==> config.mk <==
export PLATFORM = sky130hd
export DESIGN_NAME = wdog_top
export DESIGN_NICKNAME = d
export VERILOG_FILES = /design/src/rtl/wdog_pkg.sv /design/src/rtl/wdog_keyseq.sv /design/src/rtl/wdog_core.sv /design/src/rtl/wdog_stretch.sv /design/src/rtl/wdog_top.sv
export SDC_FILE = /design/constraint.sdc
export NUM_CORES = 1
export LEC_CHECK = 0
export BUFFER_PORTS_ARGS = -buffer_cell sky130_fd_sc_hd__buf_2
export CELL_PAD_IN_SITES_DETAIL_PLACEMENT = 1
export CELL_PAD_IN_SITES_GLOBAL_PLACEMENT = 2
export CORE_MARGIN = 4
export CORE_UTILIZATION = 32
export CTS_BUF_LIST = sky130_fd_sc_hd__clkbuf_8
export DETAILED_ROUTE_END_ITERATION = 8
export PLACE_DENSITY_LB_ADDON = 0.2
export SKIP_LAST_GASP = 1
export SLEW_MARGIN = 40
export SYNTH_ARGS = -nofsm -noshare
export SYNTH_HDL_FRONTEND = slang
export SYNTH_HIERARCHICAL = 1
export SYNTH_SLANG_ARGS = --single-unit
==> constraint.sdc <==
create_clock -name clk -period 1.5 [get_ports clk]
set_input_delay 0.075 -clock clk [delete_from_list [all_inputs] [get_ports clk]]
set_output_delay 0.075 -clock clk [all_outputs]
set_load 0.01 [all_outputs]
==> src/rtl/wdog_pkg.sv <==
// Shared types for the keyed watchdog.
// Assumes: single clock domain, synchronous active-low reset.
package wdog_pkg;
    typedef enum logic {
        KEY_IDLE = 1'b0,
        KEY_HALF = 1'b1
    } key_state_e;
endpackage

==> src/rtl/wdog_keyseq.sv <==
// Key sequencer: recognises the arm/kick pair written to the watchdog
// register. The state tracks writes only; idle cycles keep it unchanged.
// Assumes: at most one write per cycle.
module wdog_keyseq #(
    parameter logic [7:0] WDT_ADDR   = 8'hA6,
    parameter logic [7:0] KEY_FIRST  = 8'h1E,
    parameter logic [7:0] KEY_SECOND = 8'hE1
) (
    input  logic       clk,
    input  logic       rst_n,
    input  logic       wr_en,
    input  logic [7:0] wr_addr,
    input  logic [7:0] wr_data,
    output logic       key_ok
);
    import wdog_pkg::*;

    key_state_e state_q;
    logic       hit_first;
    logic       hit_second;

    // Decode the current write against both key bytes.
    always_comb begin
        hit_first  = wr_en && (wr_addr == WDT_ADDR) && (wr_data == KEY_FIRST);
        hit_second = wr_en && (wr_addr == WDT_ADDR) && (wr_data == KEY_SECOND);
        key_ok     = hit_second && (state_q == KEY_HALF);
    end

    // Every write either opens a new half-sequence or discards the old one.
    always_ff @(posedge clk) begin
        if (!rst_n) begin
            state_q <= KEY_IDLE;
        end else if (wr_en) begin
            state_q <= hit_first ? KEY_HALF : KEY_IDLE;
        end
    end


    key_prev_chk: assert property (@(posedge clk) disable iff (!rst_n)
        (wr_en && !hit_first) |=> !key_ok || !$past(wr_en) || $past(hit_first));
endmodule

==> src/rtl/wdog_core.sv <==
// Watchdog core: the enable flag and the machine-cycle counter.
// An accepted key arms the counter or clears it. A tick at the top count
// overflows it, and the overflow disarms and clears it.
// Assumes: key_ok and tick come from the same clock domain.
module wdog_core #(
    parameter int CNT_W = 14
) (
    input  logic clk,
    input  logic rst_n,
    input  logic key_ok,
    input  logic tick,
    output logic ovf_now,
    output logic wdt_rst
);
    localparam logic [CNT_W-1:0] CNT_MAX = {CNT_W{1'b1}};

    logic             armed_q;
    logic [CNT_W-1:0] cnt_q;

    // The overflow fires when a tick meets the top count; a key takes priority.
    always_comb begin
        ovf_now = armed_q && tick && !key_ok && (cnt_q == CNT_MAX);
    end

    // Enable flag and counter update.
    always_ff @(posedge clk) begin
        if (!rst_n) begin
            armed_q <= 1'b0;
            cnt_q   <= '0;
        end else if (key_ok) begin
            armed_q <= 1'b1;
            cnt_q   <= '0;
        end else if (ovf_now) begin
            armed_q <= 1'b0;
            cnt_q   <= '0;
        end else if (armed_q && tick) begin
            cnt_q   <= cnt_q + 1'b1;
        end
    end

    // One-cycle reset request registered from the overflow event.
    always_ff @(posedge clk) begin
        if (!rst_n) begin
            wdt_rst <= 1'b0;
        end else begin
            wdt_rst <= ovf_now;
        end
    end


    arm_src_chk: assert property (@(posedge clk) disable iff (!rst_n)
        $rose(armed_q) |-> $past(key_ok));


    disarm_src_chk: assert property (@(posedge clk) disable iff (!rst_n)
        $fell(armed_q) |-> $past(ovf_now));


    cnt_step_chk: assert property (@(posedge clk) disable iff (!rst_n)
        (armed_q && tick && !key_ok && cnt_q != CNT_MAX) |=> (cnt_q == $past(cnt_q) + 1'b1));


    ovf_clear_chk: assert property (@(posedge clk) disable iff (!rst_n)
        wdt_rst |-> (!armed_q && cnt_q == '0));
endmodule

==> src/rtl/wdog_stretch.sv <==
// Reset-out stretcher: turns an overflow event into a fixed-length
// high pulse, unless the suppress input is set at the event.
// Assumes: triggers are spaced further apart than LEN cycles.
module wdog_stretch #(
    parameter int LEN = 98
) (
    input  logic clk,
    input  logic rst_n,
    input  logic trigger,
    input  logic suppress,
    output logic pin_drv
);
    localparam int PW = $clog2(LEN + 1);

    logic [PW-1:0] left_q;

    // Load the remaining length on an unsuppressed trigger, then count down.
    always_ff @(posedge clk) begin
        if (!rst_n) begin
            left_q <= '0;
        end else if (trigger && !suppress) begin
            left_q <= PW'(LEN);
        end else if (left_q != '0) begin
            left_q <= left_q - 1'b1;
        end
    end

    // The drive is high while any length remains.
    always_comb begin
        pin_drv = (left_q != '0);
    end


    pin_start_chk: assert property (@(posedge clk) disable iff (!rst_n)
        (trigger && !suppress) |=> pin_drv);


    pin_quiet_chk: assert property (@(posedge clk) disable iff (!rst_n)
        (trigger && suppress && !pin_drv) |=> !pin_drv);
endmodule

==> src/rtl/wdog_top.sv <==
// Keyed one-time-enable watchdog. This top module joins three parts: the
// key sequencer, the counter core and the reset-out stretcher. It also
// holds the auxiliary register bit that suppresses the reset-out drive.
// Assumes: mc_tick is a single-cycle pulse per machine cycle.
module wdog_top #(
    parameter int         CNT_W      = 14,
    parameter int         PULSE_LEN  = 98,
    parameter logic [7:0] WDT_ADDR   = 8'hA6,
    parameter logic [7:0] AUX_ADDR   = 8'h8E,
    parameter logic [7:0] KEY_FIRST  = 8'h1E,
    parameter logic [7:0] KEY_SECOND = 8'hE1,
    parameter int         DIS_BIT    = 3
) (
    input  logic       clk,
    input  logic       rst_n,
    input  logic       wr_en,
    input  logic [7:0] wr_addr,
    input  logic [7:0] wr_data,
    input  logic       mc_tick,
    output logic       wdt_rst,
    output logic       rst_pin_drv
);
    logic key_ok;
    logic ovf_now;
    logic pin_off_q;

    // Auxiliary register: only the reset-out suppress bit is held.
    always_ff @(posedge clk) begin
        if (!rst_n) begin
            pin_off_q <= 1'b0;
        end else if (wr_en && (wr_addr == AUX_ADDR)) begin
            pin_off_q <= wr_data[DIS_BIT];
        end
    end

    wdog_keyseq #(
        .WDT_ADDR   (WDT_ADDR),
        .KEY_FIRST  (KEY_FIRST),
        .KEY_SECOND (KEY_SECOND)
    ) u_keyseq (
        .clk     (clk),
        .rst_n   (rst_n),
        .wr_en   (wr_en),
        .wr_addr (wr_addr),
        .wr_data (wr_data),
        .key_ok  (key_ok)
    );

    wdog_core #(
        .CNT_W (CNT_W)
    ) u_core (
        .clk     (clk),
        .rst_n   (rst_n),
        .key_ok  (key_ok),
        .tick    (mc_tick),
        .ovf_now (ovf_now),
        .wdt_rst (wdt_rst)
    );

    wdog_stretch #(
        .LEN (PULSE_LEN)
    ) u_stretch (
        .clk      (clk),
        .rst_n    (rst_n),
        .trigger  (ovf_now),
        .suppress (pin_off_q),
        .pin_drv  (rst_pin_drv)
    );


    pin_with_req_chk: assert property (@(posedge clk) disable iff (!rst_n)
        (wdt_rst && !$past(pin_off_q)) |-> rst_pin_drv);
endmodule

# Word level (Yosys, flattened, before mapping)
# Index checks and enable logic that the tools add are counted.
# word_totals
inputBits,20
out_inout_bits,2
elab_cells,36
register_bits,25
# op_classes
reduce_logical,16
bitwise_logic,1
muxes,5
eq_ne,5
add_sub_neg,2
# ops
operator,n
== test 8 bit (second input constant),3
adder 14 x 1 -> 14 bit (second input constant),1
== test 14 bit (second input constant),1
two-way mux 7 bit,2
logical AND 1 bit,9
== test 8 x 5 -> 1 bit (second input constant),1
nonzero test 7 bit,1
subtractor 7 x 1 -> 7 bit (second input constant),1
nonzero test 2 bit,2
two-way mux 1 bit,3
OR reduction 3 bit,1
logical NOT 1 bit,2
OR reduction 2 bit,1
NOT 1 bit,1

# Depth between registers and ports, before layout
# Gate-level depths: netlist of the first run.
# depth
word_depth,9
depth_mapped,8
mapped_depth_nobuf,8

# Hierarchy
# The synthesis of the first run kept the hierarchy.
# by_module_without_submodules
module,seq_area_each_um2,area_per_inst_um2,instances,cells_per_inst
wdog_core,320.3,777.0,1,82
wdog_stretch,140.1,351.6,1,39
wdog_keyseq,20.0,118.9,1,14
wdog_top,20.0,65.1,1,7

# Least setup slack after synthesis of the first run
# OpenSTA, ideal clock, no wires.
# synth_path
path_kind,flip-flop to flip-flop
startpoint,register u_core.cnt_q[0]
endpoint,register u_stretch.left_q[1]
setup_time_ns,0.091
slack_ns,-0.066
path_buffers,0
t_arrival_ns,1.475
stages_incl_launch_ff,9
synth_period_minus_slack_ns,1.566
required_ns,1.409
cell_sequence,dfxtp_1 > ha_1 > nand3_1 > nor2_1 > nand3_1 > nor2_1 > nor2b_1 > nor4_1 > a311oi_1
# synth_via
elab_chain_cells,4
elab_cells_between_ends,5
cone_classes,eq/ne (1); mux (1); reduce/logical (3)
# synth_rtl
element,line,rtl
"start, declared",wdog_core.sv:18,logic [CNT_W-1:0] cnt_q;
"start signal, assigned",wdog_core.sv:37,cnt_q <= cnt_q + 1'b1;
== test 14 bit *,wdog_core.sv:22,ovf_now = armed_q && tick && !key_ok && (cnt_q == CNT_MAX);
logical AND 1 bit *,wdog_core.sv:22,
net ovf_now,wdog_top.sv:24,logic ovf_now;
logical AND 1 bit *,wdog_stretch.sv:21,end else if (trigger && !suppress) begin
two-way mux 7 bit or nonzero test 2 bit (tied branches),-,
"end signal, assigned",wdog_stretch.sv:22,left_q <= PW'(LEN);
"end signal, assigned",wdog_stretch.sv:24,left_q <= left_q - 1'b1;
"end, declared",wdog_stretch.sv:15,logic [PW-1:0] left_q;
# The timed path passes the listed nets; every way through them passes the cells marked *.
# A chain may end at the register's enable or synchronous reset.

# Final worst setup path of the first run
# layout_path
startpoint,register u_stretch.left_q[2]
endpoint,output port rst_pin_drv
# layout_via
elab_chain_cells,1
# layout_rtl
element,line,rtl
nonzero test 7 bit,wdog_stretch.sv:30,pin_drv = (left_q != '0);
"end, declared",wdog_top.sv:21,output logic rst_pin_drv
# No other way between the ends.

==> results.json, run 1 <==
{
  "outcome": "finished, violations left",
  "violations": "negative setup slack",
  "io_pins": 22,
  "final_net_count": 225,
  "core_area_mm2": 0.00397,
  "start_util_pct": 33.0,
  "hpwlAfterDp_mm": 2.57,
  "min_path_type": "input port to flip-flop",
  "route.detailed.drc": 0,
  "gp_congestion": 0.833,
  "grt_pass1_vias": 1358,
  "p_leak_uw": 0.000731,
  "layout_setup_ws_ns": -0.128,
  "drt-initial-drc-count": 26,
  "slowest_delay_ns": 0.54,
  "cts.clk_slew.worst_paths_ns": 0.10,
  "fillers": 473,
  "cp-end-kind": "output port",
  "hold-path-cell-count": 3,
  "crit_type": "flip-flop to output port",
  "setup_viol": 6,
  "drt-total-wl_mm": 3.44,
  "p_sw_share_pct": 32.1,
  "whs_ns": 0.0677,
  "min_to": "u_keyseq/state_q$_SDFFE_PN0P_",
  "cp_slowest_cell": "or4_4",
  "yosys_register_bits": 25,
  "reg2reg_slack_ns": -0.12,
  "clk_path_buf_depth": 2,
  "vdd_ir_drop_max_mv": 0.403,
  "final_area_mm2": 0.00192,
  "path_buf_inv": 1,
  "syn_inst": 142,
  "async_flop_share_pct": 0,
  "clkSinkCount": 25,
  "hold_viol": 0,
  "areaGrowthSynthToFinish_pct": 46.1,
  "p_total_uw": 2270,
  "path_max_fanout": 4,
  "routed_via_density": 4.99,
  "antenna_cells": 0,
  "grt_max_degree": 16,
  "htree_levels": 1,
  "p_sw_uw": 730,
  "worstMarginPinSlew_ns": 0.349,
  "cts_root_buffer": "clkbuf_8",
  "worstPathArrival_ns": 1.55,
  "hp-start": "wr_data[2]",
  "placedInstanceArea_mm2": 0.00168,
  "drv_slew": 0,
  "grt_overflow_total": 0,
  "crit_chain": "or4_4 -> or2_1 -> buf_2",
  "reg2regPathDepth": 3,
  "num_rows": 23,
  "cp_top_family": "simple AND/OR/NAND/NOR gates",
  "cts_tree": "built",
  "r2r_end": "u_stretch/left_q[5]$_SDFFE_PN0P_",
  "grt_pass1_wl_mm": 5.93,
  "synth_top_flop_cell": "dfxtp_1",
  "synth_area_mm2": 0.00131,
  "avgSynthCellArea_um2": 9.24,
  "skew_ns": 0.00879,
  "dr.pass1.iters": 2,
  "pre_cts_slack_ns": -0.198,
  "power-per-cell-area_mw_per_mm2": 1180,
  "grtUsageTotal_pct": 14.0,
  "clk_latency_ns": 0.27,
  "die_area_mm2": 0.00519,
  "cts_made_buffers": 3,
  "timing.rr.start": "u_stretch/left_q[2]$_SDFFE_PP0P_",
  "yosys_warnings": 6,
  "port_buffers": 21,
  "rsz0062_at_grt": "yes",
  "period_share_pct": 109,
  "antenna_left": 0,
  "cp_data_required_time_ns": 1.42,
  "p_comb_share_pct": 45.3,
  "max-slew-margin-rel_pct": 76.5,
  "die_w_um": 72.0,
  "synthesis.nets": 165,
  "p_clk_share_pct": 18.2,
  "drt-wirelength-per-cell_um": 13.7,
  "synth_cell_types": 43,
  "grt_antenna_before_repair": 0,
  "seqPwrFrac_pct": 36.5,
  "synth_edf_count": 0,
  "fmax_ghz": 0.614,
  "finalCriticalPeriod_ns": 1.63,
  "maxCapViolations": 0,
  "p_int_uw": 1540,
  "ys_seq_area_share_pct": 38.1,
  "critPathLaunchType": "flip-flop",
  "dieHeight_um": 72.0,
  "dr_total_vias": 1252,
  "drive_gt1_share_pct": 53.7
}
[routing by layer]
metal / track usage, % / share of wire, %
met5: 0 / 0
met4: 3.55 / 0.76
met3: 2.35 / 3.1
met2: 23.8 / 49
met1: 18.5 / 47
[worst max-delay path by stage]
stage	to	startpoint	depth (start not counted)
after CTS	rst_pin_drv	u_stretch/left_q[0]$_SDFFE_PP0P_	7
final	rst_pin_drv	u_stretch/left_q[2]$_SDFFE_PP0P_	3
after detailed placement	u_stretch/left_q[1]$_SDFFE_PN0P_	wr_addr[6]	9
after floorplan	u_stretch/left_q[1]$_SDFFE_PN0P_	u_stretch/left_q[2]$_SDFFE_PP0P_	4
after global routing	rst_pin_drv	u_stretch/left_q[0]$_SDFFE_PP0P_	7
after global placement	u_stretch/left_q[1]$_SDFFE_PN0P_	wr_addr[6]	9
[registers in the layout (all words and copies together) (netlist names)]
register	flops
u_core/wdt_rst	1
u_core/armed_q	1
u_keyseq/state_q	1
u_stretch/left_q	7
u_core/cnt_q	14
pin_off_q	1
[kinds of logic (layout without fill, tap and decap cells)]
group | Yosys count | after routing | synth area share [%]
buffers and inverters | 10 | 68 | 4.19
flip-flops | 25 | 25 | 38.1
AND/OR/NAND/NOR | 74 | 74 | 35.7
XOR/XNOR | 15 | 15 | 10.0
AO/OA/AOI/OAI | 14 | 15 | 8.29
adder cells (fa/ha/maj) | 3 | 3 | 2.86
multiplexers | 1 | 1 | 0.763
[power groups by stage]
stage	Sequential, uW	Combinational [uW]	Clock (uW)
3_3_place_gp	822	721	0
2_1_floorplan	825	436	0
6_report	829	1030	414
4_1_cts	826	901	436
3_5_place_dp	829	759	0
5_1_grt	845	1120	463
[worst min-delay path, stage by stage]
cell and delay, ns:
buf_2 0.11, nand2_1 0.07, o41ai_2 0.06
[layout make-up]
type	instances	area (um2)	share of cell area, %
Tap cell	50	62.6	3.26
Multi-Input combinational cell	108	881	45.9
Clock inverter	1	7.51	0.391
Clock buffer	3	41.3	2.15
Timing Repair Buffer	56	375	19.6
Inverter	8	30.0	1.57
Sequential cell	25	520	27.1
[metrics by stage]
step                setup TNS (ns)  std cells  util, %
global route                -0.709        251     48.3
global placement             -1.67        240     42.3
detailed placement           -3.04        240     42.3
floorplan                  -0.0657        142        -
finish                      -0.305        251     48.3
CTS                         -0.310        249     46.5
[what timing repair did]
action	4_1_cts	5_1_grt
endpoints found under the setup margin	21	21
resized for setup	25	14
cloned	1	0
setup buffers	4	2
hold buffers	0	0
pin swaps	7	5
[cell usage after synthesis (3+ instances only)]
cell      n  share of area, %
dfxtp_1  25                38
xnor2_1  13               8.7
nor2_1   12               3.4
nor2_2   10               4.8
inv_1     8               2.3
nand2_1   8               2.3
nand3_1   8               3.1
nor3_1    5               1.9
nor4_1    5               2.4
a31oi_1   3               1.4
ha_1      3               2.9
nand4_1   3               1.4
o21ai_0   3               1.1
or4_1     3               1.7
[layout by cell type, fill, tap and decap left out, types with 2 or more instances in the layout]
master,synthesis,routed
a21oi_1,2,2
a31o_4,1,2
a31oi_1,3,3
buf_2,1,21
buf_4,0,33
buf_6,0,2
clkbuf_8,0,3
dfxtp_1,25,11
dfxtp_2,0,13
ha_4,0,2
inv_1,8,7
nand2_1,8,8
nand3_1,8,6
nand3_2,1,2
nand4_1,3,3
nor2_1,12,9
nor2_2,10,10
nor2_4,0,3
nor3_1,5,5
nor4_1,5,4
nor4_2,1,2
o21ai_0,3,3
or4_4,0,2
xnor2_1,13,13
xor2_1,2,2
No activity file was read; power rests on OpenSTA's default activity.
==> run 2, diff against run 1 <==
- CORE_UTILIZATION: 32 -> 31
- SYNTH_HIERARCHICAL: 1 -> unset
==> run 2 against run 1 <==
Against the previous run:
- the run still ends with negative setup slack left
- first-iteration DRC count up 120%
- worst setup slack better by 0.087 ns
- count of clock-buffer cells in the layout unchanged
- critical path depth up 5
- die area down 3.6%
- area after synthesis down 7.1%
- clock skew down 0.0053 ns
- flip-flop and latch count unchanged
- register-to-register slack better by 0.08 ns
- combinational power down 10%
- synthesized cell count down 7.0%
==> results.json, run 2 <==
{
  "hpwlAfterDp_mm": 2.60,
  "avgSynthCellArea_um2": 9.24,
  "htree_levels": 1,
  "cts.clk_slew.worst_paths_ns": 0.09,
  "drt-initial-drc-count": 57,
  "hold_viol": 0,
  "grt_pass1_wl_mm": 6.11,
  "cts_root_buffer": "clkbuf_8",
  "multi_input_area_um2": 813,
  "reg2reg_slack_ns": -0.04,
  "maxCapViolations": 0,
  "die_w_um": 70.7,
  "dr.pass1.iters": 2,
  "top_regs": "u_core.cnt_q (14), u_stretch.left_q (7)",
  "antenna_left": 0,
  "synth.top_cells.by_area": "dfxtp_1, xnor2_1, nor3_1, xor2_1, nor4_1",
  "synth_area_mm2": 0.00122,
  "drv_slew": 0,
  "cts_made_buffers": 3,
  "ys_seq_area_share_pct": 41.0,
  "dieHeight_um": 70.7,
  "final_area_mm2": 0.00187,
  "grt_antenna_before_repair": 0,
  "worstPathArrival_ns": 1.73,
  "final_common_cell": "buf_4",
  "worstMarginPinSlew_ns": 0.351,
  "routed_via_density": 5.11,
  "synthesis.nets": 154,
  "final_net_count": 215,
  "fillers": 438,
  "layout_setup_ws_ns": -0.0405,
  "grtUsageTotal_pct": 15.0,
  "fmax_ghz": 0.649,
  "ff_latch_area_um2": 509,
  "areaGrowthSynthToFinish_pct": 53.5,
  "mostFrequentLayoutCells": "buf_4, buf_2, dfxtp_1",
  "num_rows": 22,
  "io_pins": 22,
  "post-synth-top-area-cell": "dfxtp_1",
  "rsz0062_at_grt": "yes",
  "synth_top_flop_cell": "dfxtp_1",
  "clkSinkCount": 25,
  "yosysMostFrequentCell": "dfxtp_1",
  "synth_cell_types": 34,
  "hold_buffers": 0,
  "violations": "negative setup slack",
  "route.detailed.drc": 0,
  "grt_pass1_vias": 1332,
  "crit_type": "flip-flop to flip-flop",
  "drt-total-wl_mm": 3.49,
  "period_share_pct": 103,
  "finalCriticalPeriod_ns": 1.54,
  "grt_overflow_total": 0,
  "async_flop_share_pct": 0,
  "synth.top_cell.area_share_pct": 41.0,
  "setup_viol": 8,
  "die_area_mm2": 0.00500,
  "clk_path_buf_depth": 2,
  "cts_tree": "built",
  "largest_register_ffs": 14,
  "critPathLaunchType": "flip-flop",
  "p_leak_uw": 0.000745,
  "outcome": "finished, violations left",
  "placedInstanceArea_mm2": 0.00165,
  "gp_congestion": 0.812,
  "grt_max_degree": 18,
  "drive_gt1_share_pct": 46.9,
  "drt-wirelength-per-cell_um": 14.5,
  "cp_data_required_time_ns": 1.69,
  "pre_cts_slack_ns": -0.146,
  "dr_total_vias": 1227,
  "top_register": "u_core.cnt_q",
  "synth_edf_count": 0,
  "antenna_cells": 0,
  "final.setup.tns_ns": -0.180,
  "synthTopCellsByCount": "dfxtp_1, nor3_1, xnor2_1, nand2_1, inv_1",
  "cp-end-kind": "flip-flop",
  "min_path_type": "input port to flip-flop",
  "skew_ns": 0.00352,
  "clk_latency_ns": 0.26,
  "yosys_warnings": 0,
  "vdd_ir_drop_max_mv": 0.544,
  "power-per-cell-area_mw_per_mm2": 1120,
  "yosys_register_bits": 25,
  "syn_inst": 132,
  "core_area_mm2": 0.00374,
  "max-slew-margin-rel_pct": 76.3,
  "port_buffers": 21,
  "path_max_fanout": 3,
  "start_util_pct": 32.6
}
[run 2: cell count changes in the layout (fill, tap and decap cells not counted), moves of 4 or more]
cell     before  now
nor3_1        5   17
dfxtp_1      11   18
nor2_2       10    0
nor4_1        4    0
dfxtp_2      13    7
[run 2: area by class of cell]
| type | count | share of cell area, % |
|---|---|---|
| Inverter | 7 | 1.67 |
| Multi-Input combinational cell | 98 | 43.4 |
| Sequential cell | 25 | 27.2 |
| Clock buffer | 3 | 2.20 |
| Tap cell | 48 | 3.21 |
| Clock inverter | 1 | 0.267 |
| Timing Repair Buffer | 58 | 22.0 |
[run 2: routing by layer]
metal	wire [um]	GRT usage, %	vias to the layer above
met5	0	0	-
met4	30	3.76	0
met3	72	2.98	2
met2	1850	26.2	11
met1	1540	18.9	610
li1	-	-	604
[run 2: cell families after synthesis]
family                   Yosys count  synth area share [%]
AO/OA/AOI/OAI                     13                  8.21
flip-flops                        25                  41.0
multiplexers                       3                  2.46
XOR/XNOR                          16                  11.5
adder cells (fa/ha/maj)            2                  2.05
AND/OR/NAND/NOR                   64                  31.8
buffers and inverters              9                  2.97
[run 2: critical path: stages (launching register included)]
cell	delay, ns
dfxtp_2	0.34
buf_6	0.12
inv_4	0.05
ha_4	0.13
nor3b_4	0.25
nand3_4	0.14
buf_4	0.17
xnor2_1	0.12
nor3_1	0.15
[run 2: final timing paths]
kind                                    start                          endpoint  depth (start not counted)
max          u_stretch.left_q[0]$_SDFFE_PP0P_  u_stretch.left_q[0]$_SDFFE_PP0P_                          8
min                                     rst_n  u_stretch.left_q[6]$_SDFFE_PN0P_                          2
max reg2reg  u_stretch.left_q[0]$_SDFFE_PP0P_  u_stretch.left_q[0]$_SDFFE_PP0P_                          8
min reg2reg     u_keyseq.state_q$_SDFFE_PN0P_     u_keyseq.state_q$_SDFFE_PN0P_                          2
[run 2: power breakdown]
part / switching (uW) / total (uW) / internal, uW
clock: 206 / 392 / 185
sequential: 48.3 / 778 / 730
combinational: 388 / 926 / 538
[run 2: repair_timing]
item,CTS,global route
pin swaps,7,3
setup endpoints to repair,22,19
buffers inserted,5,0
resized for setup,19,13
[run 2: through the flow]
stage	hold slack (ns)	total power, uW	utilization, %	cells
2_1_floorplan	0.192	1100	-	132
3_3_place_gp	0.352	1340	44.2	231
3_5_place_dp	0.356	1360	44.2	231
4_1_cts	0.0739	2000	48.6	240
5_1_grt	0.0759	2230	50.0	240
6_report	0.0825	2100	50.0	240
==> run 3, diff against run 2 <==
- PLACE_DENSITY_LB_ADDON: 0.2 -> 0.25
==> run 3 against run 2 <==
Against the previous run:
- the flow still finishes with violations (negative setup slack)
- sequential share of layout area down 1.4 points
- count of clock-buffer cells in the layout did not move
- hold slack worse by 0.012 ns
- sequential power is essentially flat
- clock skew rose by 0.0013 ns
- flip-flop and latch count is the same
- final cell count rose by 0.83%
- die area did not move
- critical endpoint is now u_stretch.left_q[2]$_SDFFE_PP0P_
- highest routed layer unchanged
==> results.json, run 3 (same netlist as run 2, synthesis figures left out) <==
{
  "top_register": "u_core.cnt_q",
  "cp_top_family": "simple AND/OR/NAND/NOR gates",
  "wl_met3_um": 92,
  "top_regs": "u_core.cnt_q (14), u_stretch.left_q (7)",
  "rsz0062_at_grt": "yes",
  "drv_slew": 0,
  "crit_type": "flip-flop to flip-flop",
  "antenna_cells": 0,
  "cp_data_required_time_ns": 1.67,
  "max-slew-margin-rel_pct": 73.4,
  "p_sw_share_pct": 33.1,
  "hpwlAfterDp_mm": 2.51,
  "reg2regPathDepth": 6,
  "route.detailed.drc": 0,
  "wl_met1_mm": 1.74,
  "mostFrequentLayoutCells": "buf_4, buf_2, dfxtp_1",
  "cts_made_buffers": 3,
  "drive_gt1_share_pct": 54.6,
  "crit_chain": "ha_4 -> nand4_1 -> or4_4 -> a211oi_4 -> buf_6 -> nor3_1",
  "path_buf_inv": 1,
  "placedCellCount": 229,
  "worstPathArrival_ns": 1.90,
  "port_buffers": 21,
  "reg2reg_slack_ns": -0.23,
  "hold-path-cell-count": 3,
  "p_comb_share_pct": 45.9,
  "r2r_end": "u_stretch.left_q[2]$_SDFFE_PP0P_",
  "antenna_left": 0,
  "drt-wirelength-per-cell_um": 17.3,
  "cp-end-kind": "flip-flop",
  "dr_total_vias": 1250,
  "slowest_delay_ns": 0.50,
  "p_clk_share_pct": 19.3,
  "cp_slowest_cell": "or4_4",
  "cts_tree": "built",
  "grt_antenna_before_repair": 0,
  "violations": "negative setup slack",
  "layout_setup_ws_ns": -0.229,
  "routed_via_density": 5.17,
  "min_path_type": "input port to flip-flop",
  "grt_max_degree": 15,
  "largest_register_ffs": 14,
  "skew_ns": 0.00482,
  "setup_viol": 20,
  "p_leak_uw": 0.000780,
  "drt-initial-drc-count": 26,
  "drt-total-wl_mm": 4.20,
  "period_share_pct": 115,
  "power-per-cell-area_mw_per_mm2": 1120,
  "path_max_fanout": 5,
  "finalCriticalPeriod_ns": 1.73,
  "core_area_mm2": 0.00374,
  "p_sw_uw": 734,
  "worstMarginPinSlew_ns": 0.393,
  "die_w_um": 70.7,
  "hold_viol": 0,
  "routed.top_layer": "met4",
  "clkSinkCount": 25,
  "io_pins": 22,
  "grt_overflow_total": 0,
  "timing.critical_path.depth": 6,
  "clk_path_buf_depth": 2,
  "htree_levels": 1,
  "final_net_count": 217,
  "hold_buffers": 0,
  "grt_pass1_wl_mm": 6.13,
  "dr.pass1.iters": 4,
  "maxCapViolations": 0,
  "dieHeight_um": 70.7,
  "start_util_pct": 32.6,
  "seqPwrFrac_pct": 34.9,
  "die_area_mm2": 0.00500,
  "p_int_uw": 1490,
  "grtUsageTotal_pct": 15.4,
  "critPathLaunchType": "flip-flop",
  "clk_latency_ns": 0.28,
  "num_rows": 22,
  "hp-start": "wr_data[3]",
  "areaGrowthSynthToFinish_pct": 62.2,
  "outcome": "finished, violations left",
  "final_common_cell": "buf_4",
  "met2_length_mm": 2.28,
  "min_to": "pin_off_q$_SDFFE_PN0P_",
  "p_total_uw": 2220,
  "stdcell_count": 242,
  "timing.rr.start": "u_core.cnt_q[1]$_SDFFE_PP0P_",
  "grt_pass1_vias": 1335,
  "vdd_ir_drop_max_mv": 0.421,
  "fmax_ghz": 0.579,
  "gp_congestion": 0.844,
  "cts_root_buffer": "clkbuf_8",
  "cts.clk_slew.worst_paths_ns": 0.10
}
-- run 3: cell count changes in the layout (fill, tap and decap cells not counted), moves of 2 or more --
cell / delta
nor3_1: -13
nor3_2: +13
buf_6: +3
buf_4: -2
dfxtp_2: -2
o21ai_0: +2
o21ai_1: -2
-- run 3: area by class of cell --
type                       instances  area (um2)
clock buffer                       3        41.3
clock inverter                     1        5.00
fill                             440        1770
inverter                           7        31.3
multi-input combinational         98         883
sequential                        25         510
tap                               48        60.1
timing repair buffer              60         447
-- run 3: tightest hold or removal path, cell delays in order --
cell and delay [ns]:
buf_2 0.10, mux2i_1 0.07, nor2_1 0.08
-- run 3: worst max path at each step --
stage                     slack (ns)                                to                         start
after floorplan                -0.08  u_stretch.left_q[3]$_SDFFE_PP0P_  u_core.cnt_q[1]$_SDFFE_PP0P_
after global placement         -0.12  u_stretch.left_q[5]$_SDFFE_PN0P_  u_core.cnt_q[4]$_SDFFE_PP0P_
after detailed placement       -0.21  u_stretch.left_q[5]$_SDFFE_PN0P_  u_core.cnt_q[4]$_SDFFE_PP0P_
after CTS                      -0.14  u_stretch.left_q[6]$_SDFFE_PN0P_  u_core.cnt_q[1]$_SDFFE_PP0P_
after global routing           -0.29  u_stretch.left_q[2]$_SDFFE_PP0P_  u_core.cnt_q[1]$_SDFFE_PP0P_
final                          -0.23  u_stretch.left_q[2]$_SDFFE_PP0P_  u_core.cnt_q[1]$_SDFFE_PP0P_
-- run 3: power by group through the flow --
stage	sequential [uW]	combinational (uW)	clock (uW)
6_report	775	1020	428
5_1_grt	784	1080	462
4_1_cts	767	723	428
3_5_place_dp	778	561	0
3_3_place_gp	774	543	0
2_1_floorplan	783	321	0
-- run 3: what timing repair did --
item / 4_1_cts / 5_1_grt
endpoints found under the hold margin: 0 / 0
pin swaps: 8 / 9
buffers inserted: 5 / 7
gates resized for setup: 23 / 28
endpoints found under the setup margin: 22 / 23
-- run 3: through the flow --
step | cell area, um2 | hold WS (ns) | utilization, % | TNS, ns | setup slack, ns
after floorplan | 1250 | 0.192 | - | -1.20 | -0.0839
after global placement | 1640 | 0.343 | 43.8 | -0.815 | -0.116
after detailed placement | 1640 | 0.368 | 43.8 | -2.29 | -0.214
after CTS | 1830 | 0.0797 | 48.8 | -1.32 | -0.139
after global routing | 1980 | 0.0739 | 52.8 | -4.52 | -0.293
final | 1980 | 0.0710 | 52.8 | -2.43 | -0.229
-- run 3: per-layer routing --
metal / vias up / track usage [%]
met5: - / 0
met4: 0 / 6.89
met3: 7 / 2.84
met2: 18 / 28.6
met1: 620 / 16.9
li1: 605 / -
